File: src/rtl/vdl_pkg.sv
package vdl_pkg;

    // Default geometry of one storage unit and of the chained line
    localparam int DEF_UNIT_STAGES = 32;
    localparam int DEF_UNITS       = 4;
    localparam int MAX_UNITS       = 4;

    // Width of a tap address for a given geometry
    function automatic int addr_width(input int stages, input int units);
        return $clog2(stages * units);
    endfunction

endpackage

File: src/rtl/vdl_stage_chain.sv
module vdl_stage_chain #(
    parameter int   STAGES   = vdl_pkg::DEF_UNIT_STAGES,
    parameter logic INIT_BIT = 1'b0,
    localparam int  SW       = $clog2(STAGES)
) (
    input  logic          clk,
    input  logic          en,
    input  logic          din,
    input  logic [SW-1:0] tap_sel,
    output logic          tap,
    output logic          last
);

    typedef struct packed {
        logic [STAGES-1:0] stg;
    } chain_st_t;

    chain_st_t chain_d;
    chain_st_t chain_q = '{stg: {STAGES{INIT_BIT}}};

    // Next state: shift toward the high index when enabled, else hold
    always_comb begin
        chain_d = chain_q;
        if (en) begin
            chain_d.stg = {chain_q.stg[STAGES-2:0], din};
        end
    end

    always_ff @(posedge clk) begin
        chain_q <= chain_d;
    end

    // Live tap read and the final-stage output
    assign tap  = chain_q.stg[tap_sel];
    assign last = chain_q.stg[STAGES-1];

endmodule

File: src/rtl/vdl_unit_sel.sv
module vdl_unit_sel #(
    parameter int  UNITS = vdl_pkg::DEF_UNITS,
    localparam int SELW  = (UNITS > 1) ? $clog2(UNITS) : 1
) (
    input  logic [UNITS-1:0] taps,
    input  logic [SELW-1:0]  sel,
    output logic             pick
);

    always_comb begin
        pick = 1'b0;
        for (int i = 0; i < UNITS; i++) begin
            if (sel == SELW'(i)) begin
                pick = taps[i];
            end
        end
    end

endmodule

File: src/rtl/vardelay_line.sv
module vardelay_line #(
    parameter int   UNIT_STAGES = vdl_pkg::DEF_UNIT_STAGES,
    parameter int   UNITS       = vdl_pkg::DEF_UNITS,
    parameter logic INIT_BIT    = 1'b0,
    localparam int  TOTAL       = UNIT_STAGES * UNITS,
    localparam int  ADDR_W      = vdl_pkg::addr_width(UNIT_STAGES, UNITS),
    localparam int  UNIT_AW     = $clog2(UNIT_STAGES)
) (
    input  logic              clk,
    input  logic              en,
    input  logic              din,
    input  logic [ADDR_W-1:0] tap_addr,
    output logic              tap_out,
    output logic              casc_out
);

    logic [UNITS:0]   link;
    logic [UNITS-1:0] unit_tap;

    assign link[0] = din;

    // One storage unit per slot, each fed by the final stage of the one before
    for (genvar g = 0; g < UNITS; g++) begin : g_unit
        vdl_stage_chain #(
            .STAGES  (UNIT_STAGES),
            .INIT_BIT(INIT_BIT)
        ) u_chain (
            .clk    (clk),
            .en     (en),
            .din    (link[g]),
            .tap_sel(tap_addr[UNIT_AW-1:0]),
            .tap    (unit_tap[g]),
            .last   (link[g+1])
        );
    end

    // Upper address bits choose which unit's tap reaches the output
    if (UNITS > 1) begin : g_multi
        vdl_unit_sel #(
            .UNITS(UNITS)
        ) u_sel (
            .taps(unit_tap),
            .sel (tap_addr[ADDR_W-1:UNIT_AW]),
            .pick(tap_out)
        );
    end else begin : g_single
        assign tap_out = unit_tap[0];
    end

    assign casc_out = link[UNITS];

endmodule

File: config.mk
export PLATFORM = sky130hd
export DESIGN_NAME = vardelay_line
export DESIGN_NICKNAME = d
export VERILOG_FILES = /design/src/rtl/vdl_pkg.sv /design/src/rtl/vdl_stage_chain.sv /design/src/rtl/vdl_unit_sel.sv /design/src/rtl/vardelay_line.sv
export SDC_FILE = /design/constraint.sdc
export NUM_CORES = 1
export LEC_CHECK = 0
export ABC_AREA = 1
export BUFFER_PORTS_ARGS = -buffer_cell sky130_fd_sc_hd__clkbuf_2
export CORE_MARGIN = 8
export CORE_UTILIZATION = 40
export DETAILED_ROUTE_END_ITERATION = 10
export PLACE_DENSITY_LB_ADDON = 0.2
export RECOVER_POWER = 100
export SLEW_MARGIN = 20
export SYNTH_ARGS = -nofsm -noshare
export SYNTH_HDL_FRONTEND = slang
export SYNTH_SLANG_ARGS = --single-unit
File: constraint.sdc
create_clock -name clk -period 3.1 [get_ports clk]
set_input_delay 0.465 -clock clk [delete_from_list [all_inputs] [get_ports clk]]
set_output_delay 0.465 -clock clk [all_outputs]
set_load 0.05 [all_outputs]
# Word-level counts from Yosys, hierarchy flattened

Index checks and enable logic that the tools add are counted.

Register bits after elaboration: 128
Input port bits: 10
Output and inout port bits: 2

Magnitude comparators: 1
Equal/unequal tests: 3
Mux-type cells: 12
Reductions and logical operators: 1

Operator list:

| operator             | count |
|---|---|
| $bmux W1 S5          | 4 |
| $mux W1              | 8 |
| $lt A5 B6 Y1 const B | 1 |
| $eq A2 B2 Y1 const B | 2 |
| $eq A2 B1 Y1 const B | 1 |
| $logic_not A2 Y1     | 1 |

# Depth between registers and ports, before layout

Gate-level depths: netlist (run 1).

Depth after elaboration: 6
Gate-level depth with buffers: 10
Mapped depth without buffers: 9

# Hierarchy

From an unflattened synthesis (run 1), not the netlist that was laid out.

Cells, all modules: 453
Area total of the unflattened synthesis: 5396.4 sq um

Modules (own cells, without submodules):

| module          | instances | cells an instance | area an instance (sq um) |
|---|---|---|---|
| vdl_stage_chain | 4         | 110               | 1336.3 |
| vdl_unit_sel    | 1         | 13                | 51.3 |

# Worst setup path after synthesis (run 1)

OpenSTA, ideal clock, no wires.

Kind: input to output
Start point: in tap_addr[1]
End point: out tap_out
Data arrival time: 1.697 ns
Required time: 2.635 ns
Path slack: 0.938 ns
Stages: 10
Buffers on the path: 2
Cells stage by stage: buf_2 > inv_2 > buf_2 > nand3_1 > nand3_1 > nand3_1 > nand2_1 > nand2_1 > nand3_1 > nand4_1

Cells in the longest elaborated chain, start to end: 6

Ends and longest elaborated chain:

| what                          | RTL line              | source |
|---|---|---|
| start, declared               | vardelay_line.sv:12   | `input logic [ADDR_W-1:0] tap_addr,` |
| $bmux W1 S5                   | vdl_stage_chain.sv:34 | `assign tap = chain_q.stg[tap_sel];` |
| $mux W1 (not written as such) | vdl_stage_chain.sv:34 |  |
| $mux W1 (3 in series)         | vdl_unit_sel.sv:13    | `if (sel == SELW'(i)) begin` |
| $mux W1 *                     | vdl_unit_sel.sv:13    |  |
| end, declared                 | vardelay_line.sv:13   | `output logic tap_out,` |

Mark *: on every way between the ends. The rest lies on a longest branch, timed or not. The select of a mux whose other input is x is not followed.

# Worst setup path in the final report (run 1)

Same ends and word-level chain as after synthesis.

==> impl_metrics.json, run 1 <==
{
  "core-area_um2": 12600,
  "ff2ff_path_depth": 0,
  "top_regs": "g_unit.u_chain.chain_q: 128 flops",
  "synthTopCellsByArea": "edfxtp_1 (74%), nand3_1 (11%), nand2_1 (11%)",
  "maxCapViolCount": 0,
  "regMostFlops": "g_unit.u_chain.chain_q",
  "dp_slack_ps": 530,
  "antenna_found_initial": 0,
  "start_util_pct": 41.0,
  "die_w_um": 130,
  "largest_register_ffs": 128,
  "place.gp.congestion": 0.744,
  "yosysUniqueCellTypes": 13,
  "clockBufferDepth": 2,
  "startpoint": "tap_addr[1]",
  "drt_iter0_markers": 357,
  "grt_pass1_vias": 3227,
  "p_seq_share_pct": 50.9,
  "power_frac_clock_pct": 43.1,
  "power_density_nw_per_um2": 691,
  "h-tree-depth": 4,
  "postCtsSetupBuffers": 0,
  "cts_sinks": 128,
  "reg2reg_to": "g_unit[1].u_chain.chain_q[8]$_DFFE_PP_",
  "die_area_um2": 16800,
  "cts_resized": 0,
  "drv_slew": 0,
  "yosysWarnings": 0,
  "cts_tree": "done",
  "relSlewSlack_pct": 5.57,
  "hold_violations": 0,
  "row_count": 41,
  "ys_ff_latch": 128,
  "yosys.area.top_type_share_pct": 74.3,
  "ant_nets": 0,
  "drc": 0,
  "synth.net_count": 434,
  "fin_setup_tns_ps": 0,
  "vias": 3205,
  "r2r-start": "g_unit[1].u_chain.chain_q[7]$_DFFE_PP_",
  "synth.avg_cell_area_um2": 12.2,
  "start_kind": "input port",
  "setup_ws_ps": 423,
  "cts_hold_buf": 0,
  "portBuffers": 11,
  "p_leak_nw": 2.21,
  "insertion_delay_ps": 410,
  "setup_viol": 0,
  "cp_data_arrival_time_ps": 2210,
  "nFillCells": 1182,
  "cp-end-kind": "output pin",
  "cp.required_ps": 2630,
  "hold_path.class": "in2reg",
  "globalRouteOverflowTotal": 0,
  "ir_drop_mv": 0.395,
  "syn2layout_area_growth_pct": 13.9,
  "globalRouteTotalUtil_pct": 13.5,
  "endpoint": "tap_out",
  "seq_area_frac_synth_pct": 74.3,
  "critical_path_peak_fanout": 12,
  "synthCells": 424,
  "fin_skew_ps": 4.93,
  "comb_power_share_pct": 6.0,
  "finalWirelength_mm": 10.5,
  "ff2ff_setup_slack_ps": 2390,
  "via_per_inst": 5.14,
  "final_common_cell": "nand2_1",
  "max_freq_mhz": 374,
  "drive_above_1_share_pct": 9.09,
  "fin_crit_sh_pct": 86.4,
  "path_clk_slew_ps": 50,
  "fin_cells": 623,
  "period_needed_ps": 2680,
  "io-pin-count": 12,
  "diodes": 0,
  "total_power_w": 0.00407,
  "cts_buffers": 17,
  "wire_per_inst_um": 16.8,
  "grt_max_degree": 65,
  "intPower_w": 0.00318,
  "dp.cells": 591,
  "die_height_um": 130,
  "layout_common_cells": "nand2_1 (146), edfxtp_1 (128), nand3_1 (115)",
  "p_switching_w": 0.000891,
  "switching_share_pct": 21.9,
  "synthesis.area_um2": 5170,
  "dp_hpwl_mm": 5.75,
  "cts_root_buffer": "clkbuf_16",
  "first_pass_iters": 4,
  "grt_pass1_wl_mm": 17.1,
  "grt_setup_unrepaired": "false",
  "worst_slew_pin_slew_ps": 1420,
  "yosysTopAreaCell": "edfxtp_1",
  "outcome": "finished clean",
  "worstSetupPathType": "in2out",
  "finalNetCount": 448
}
## logic make-up after synthesis
| logic type | after synthesis | synth area share (%) |
|---|---|---|
| buffers and inverters | 31 | 3.60 |
| AND/OR/NAND/NOR | 265 | 22.1 |
| flip-flops | 128 | 74.3 |
## worst min-delay path by stage
stage	cells after the start	to	startpoint
4_1_cts	1	g_unit[0].u_chain.chain_q[0]$_DFFE_PP_	din
3_3_place_gp	0	g_unit[3].u_chain.chain_q[2]$_DFFE_PP_	g_unit[3].u_chain.chain_q[1]$_DFFE_PP_
5_1_grt	1	g_unit[0].u_chain.chain_q[0]$_DFFE_PP_	din
2_1_floorplan	0	g_unit[3].u_chain.chain_q[10]$_DFFE_PP_	g_unit[3].u_chain.chain_q[9]$_DFFE_PP_
3_5_place_dp	0	g_unit[3].u_chain.chain_q[2]$_DFFE_PP_	g_unit[3].u_chain.chain_q[1]$_DFFE_PP_
6_report	1	g_unit[0].u_chain.chain_q[0]$_DFFE_PP_	din
## metrics by stage
step                hold WS [ps]  util (%)  cell area [um2]
floorplan                    426         -             5170
global placement             429      42.8             5400
detailed placement           432      42.8             5400
CTS                          212      46.9             5910
global route                 214      46.7             5890
finish                       234      46.7             5890
## power groups by stage
stage | clock network (W) | registers [W] | logic [W]
after floorplan | 0 | 0.00208 | 0.000155
after global placement | 0 | 0.00210 | 0.000251
after detailed placement | 0 | 0.00210 | 0.000252
after CTS | 0.00180 | 0.00207 | 0.000253
after global routing | 0.00186 | 0.00208 | 0.000276
final | 0.00175 | 0.00207 | 0.000246
## cell usage after synthesis, drive strengths merged
| library cell | count |
|---|---|
| nand4 | 1 |
| nand3b | 1 |
| edfxtp | 128 |
| nand3 | 115 |
| buf | 23 |
| inv | 7 |
| nor2 | 2 |
| clkbuf | 1 |
| nand2 | 146 |
## cell type report
type,count,area [um2],area share (%)
inverters,7,26.3,0.446
multi-input cells,265,1140,19.4
well taps,172,215,3.65
clock buffers,22,444,7.54
repair buffers,19,150,2.55
flip-flops and latches,128,3840,65.2
clock inverters,10,70.1,1.19
## critical path, cell delays in order
cell and delay (ps):
clkbuf_2 210, inv_1 330, buf_4 260, nand3_1 120, nand3_1 80, nand3_1 100
nand2_1 140, nand2_1 70, nand3b_1 90, nand4_1 160, buf_12 190
## routing by layer
metal,share of wire [%],track usage (%)
met5,0,0
met4,1.1,4.92
met3,5.3,4.12
met2,43,19.3
met1,50,18.8
(Power assumes the default switching activity.)
==> run 2, diff against run 1 <==
--- a/config.mk
+++ b/config.mk
@@ -5,7 +5,6 @@
 export SDC_FILE = /design/constraint.sdc
 export NUM_CORES = 1
 export LEC_CHECK = 0
-export ABC_AREA = 1
 export BUFFER_PORTS_ARGS = -buffer_cell sky130_fd_sc_hd__clkbuf_2
 export CORE_MARGIN = 8
 export CORE_UTILIZATION = 40
==> run 2 against run 1 <==
Compared with the run above:
- clock skew hardly changed
- register-to-register slack worse by 60 ps
- final cell count is 32% lower
- first-iteration DRC count is 43% lower
- clock power hardly changed
- total power is 0.40% lower
- final area is 1.7% lower
- largest power group unchanged
- fmax is 10% lower
- global-route usage is 2.1 points lower
- sequential share of layout area is 1.1 points higher
==> impl_metrics.json, run 2 <==
{
  "fin_crit_sh_pct": 96.1,
  "seq_area_frac_synth_pct": 77.4,
  "multi_input_area_um2": 1050,
  "hp-start": "din",
  "die_height_um": 127,
  "die_area_um2": 16200,
  "ir_drop_mv": 0.342,
  "cts_buffers": 17,
  "synth_fa_ha_area_share_pct": 0,
  "synth_top_family_by_area": "multiplexers",
  "yosysWarnings": 0,
  "vias": 2179,
  "dp_slack_ps": 145,
  "row_count": 40,
  "syn2layout_area_growth_pct": 16.8,
  "wire_per_inst_um": 19.6,
  "final_core_util_pct": 48.1,
  "muxShareOfSynthArea_pct": 17.2,
  "setup_ws_ps": 122,
  "start_kind": "flip-flop",
  "nFillCells": 997,
  "period_needed_ps": 2980,
  "seq_area_um2": 3840,
  "synth_xor_area_share_pct": 0,
  "synth-simple-area-share_pct": 3.35,
  "hold_depth": 1,
  "first_pass_iters": 4,
  "whs_ps": 230,
  "cts_sinks": 128,
  "largest_register_ffs": 128,
  "yosysTopAreaCell": "edfxtp_1",
  "p_leak_nw": 1.95,
  "cp.required_ps": 2630,
  "die_w_um": 127,
  "final_common_cell": "edfxtp_1",
  "synth-compound-area-share_pct": 0.756,
  "yosys.area.top_type_share_pct": 77.4,
  "relSlewSlack_pct": 56.2,
  "layout_common_cells": "edfxtp_1 (128), mux4_2 (29), clkbuf_16 (17)",
  "synthesis.area_um2": 4960,
  "path_clk_slew_ps": 50,
  "via_per_inst": 5.15,
  "grt_max_degree": 55,
  "clockBufferDepth": 2,
  "hold_violations": 0,
  "synthCells": 214,
  "ff2ff_setup_slack_ps": 2330,
  "cts_root_buffer": "clkbuf_16",
  "drive_above_1_share_pct": 31.0,
  "hold_path.class": "in2reg",
  "async_flop_share_pct": 0,
  "hold_path_end": "g_unit[0].u_chain.chain_q[0]$_DFFE_PP_",
  "total_power_w": 0.00405,
  "synth_edf_count": 128,
  "top_regs": "g_unit.u_chain.chain_q: 128 flops",
  "reg2reg_to": "g_unit[0].u_chain.chain_q[4]$_DFFE_PP_",
  "core-area_um2": 12100,
  "outcome": "finished clean",
  "start_util_pct": 41.2,
  "antenna_found_initial": 0,
  "power_density_nw_per_um2": 699,
  "ff2ff_path_depth": 1,
  "finalWirelength_mm": 8.29,
  "synthTopCellsByArea": "edfxtp_1 (77%), mux4_2 (12%), mux4_1 (3.2%)",
  "dp_hpwl_mm": 4.90,
  "diodes": 0,
  "cp_data_arrival_time_ps": 2510,
  "yosys.cell_count.top_type": "edfxtp_1",
  "grt_pass1_vias": 2287,
  "h-tree-depth": 4,
  "cp-end-kind": "output pin",
  "ant_nets": 0,
  "critical_path_peak_fanout": 2,
  "max_freq_mhz": 336,
  "drv_slew": 0,
  "ys_ff_latch": 128,
  "place.gp.congestion": 0.737,
  "yosysUniqueCellTypes": 25,
  "drc": 0,
  "globalRouteTotalUtil_pct": 11.4,
  "cts_tree": "done",
  "io-pin-count": 12,
  "worst_slew_pin_slew_ps": 658,
  "finalNetCount": 253,
  "setup_viol": 0,
  "globalRouteOverflowTotal": 0,
  "portBuffers": 11,
  "r2r-start": "g_unit[0].u_chain.chain_q[3]$_DFFE_PP_",
  "insertion_delay_ps": 410,
  "synth.net_count": 224,
  "fin_skew_ps": 4.72,
  "maxCapViolCount": 0,
  "regMostFlops": "g_unit.u_chain.chain_q",
  "grt_pass1_wl_mm": 13.4,
  "synth.avg_cell_area_um2": 23.2,
  "cts_hold_buf": 0,
  "synthFlopType": "edfxtp_1",
  "synthTopCellsByCount": "edfxtp_1 (128), mux4_2 (27), mux2i_1 (9), buf_2 (6), mux4_1 (6)",
  "worstSetupPathType": "reg2out",
  "drt_iter0_markers": 204
}
run 2: cell count changes in the layout (fill, tap and decap cells not counted), sizes merged, moves of 3 or more:
| cell | previous run | this run |
|---|---|---|
| nor2b | 0 | 3 |
| mux4 | 0 | 33 |
| nand3 | 115 | 4 |
| clkbuf | 33 | 26 |
| nor2 | 2 | 5 |
| inv | 7 | 0 |
| clkinvlp | 0 | 4 |
| nand2 | 146 | 3 |
| mux2i | 0 | 9 |
| buf | 8 | 12 |
| nor4 | 0 | 3 |
run 2: cell type report:
| cell class | count | area share [%] |
|---|---|---|
| tap | 168 | 3.63 |
| clock buffer | 17 | 7.34 |
| sequential | 128 | 66.3 |
| timing repair buffer | 21 | 2.83 |
| multi-input combinational | 75 | 18.2 |
| clock inverter | 14 | 1.75 |
run 2: stage by stage:
step	TNS, ps	std cells	instance area, um2
5_1_grt	-1.58	423	5800
3_5_place_dp	0	390	5260
6_report	0	423	5800
2_1_floorplan	0	214	4960
4_1_cts	0	421	5780
3_3_place_gp	0	390	5260
run 2: report_power, final:
group	switching, W	internal (W)
Combinational	0.000113	0.000106
Clock	0.000694	0.00107
Sequential	0.0000465	0.00202
Total	0.000854	0.00320
run 2: critical path, cell delays in order (launching register included):
cell	delay (ps)
edfxtp_1	380
mux4_1	520
mux4_2	510
and3b_1	200
a31oi_1	140
nand4_1	160
buf_6	190
run 2: logic make-up (layout without fill, tap and decap cells):
family          after synthesis  in the layout
compound gates                5              5
buf+inv                      11             52
flops                       128            128
mux                          42             42
simple gates                 28             28
run 2: repair_timing:
action,CTS,global route
resized for setup,0,6
setup endpoints to repair,0,1
buffers inserted,0,2
run 2: worst max path at each step:
stage | from | end | slack, ps | cells past startpoint
floorplan | tap_addr[1] | tap_out | 290 | 6
global route | g_unit[0].u_chain.chain_q[3]$_DFFE_PP_ | tap_out | -2 | 6
global placement | tap_addr[2] | tap_out | 190 | 8
detailed placement | tap_addr[1] | tap_out | 150 | 7
CTS | g_unit[0].u_chain.chain_q[0]$_DFFE_PP_ | tap_out | 20 | 6
finish | g_unit[0].u_chain.chain_q[3]$_DFFE_PP_ | tap_out | 120 | 6
run 2: metal layers:
metal | GRT usage (%) | wire length, um | vias up
met5 | 0 | 0 | -
met4 | 5.67 | 125 | 0
met3 | 4.91 | 324 | 12
met2 | 14.1 | 3450 | 40
met1 | 16.3 | 4390 | 1148
li1 | - | - | 979
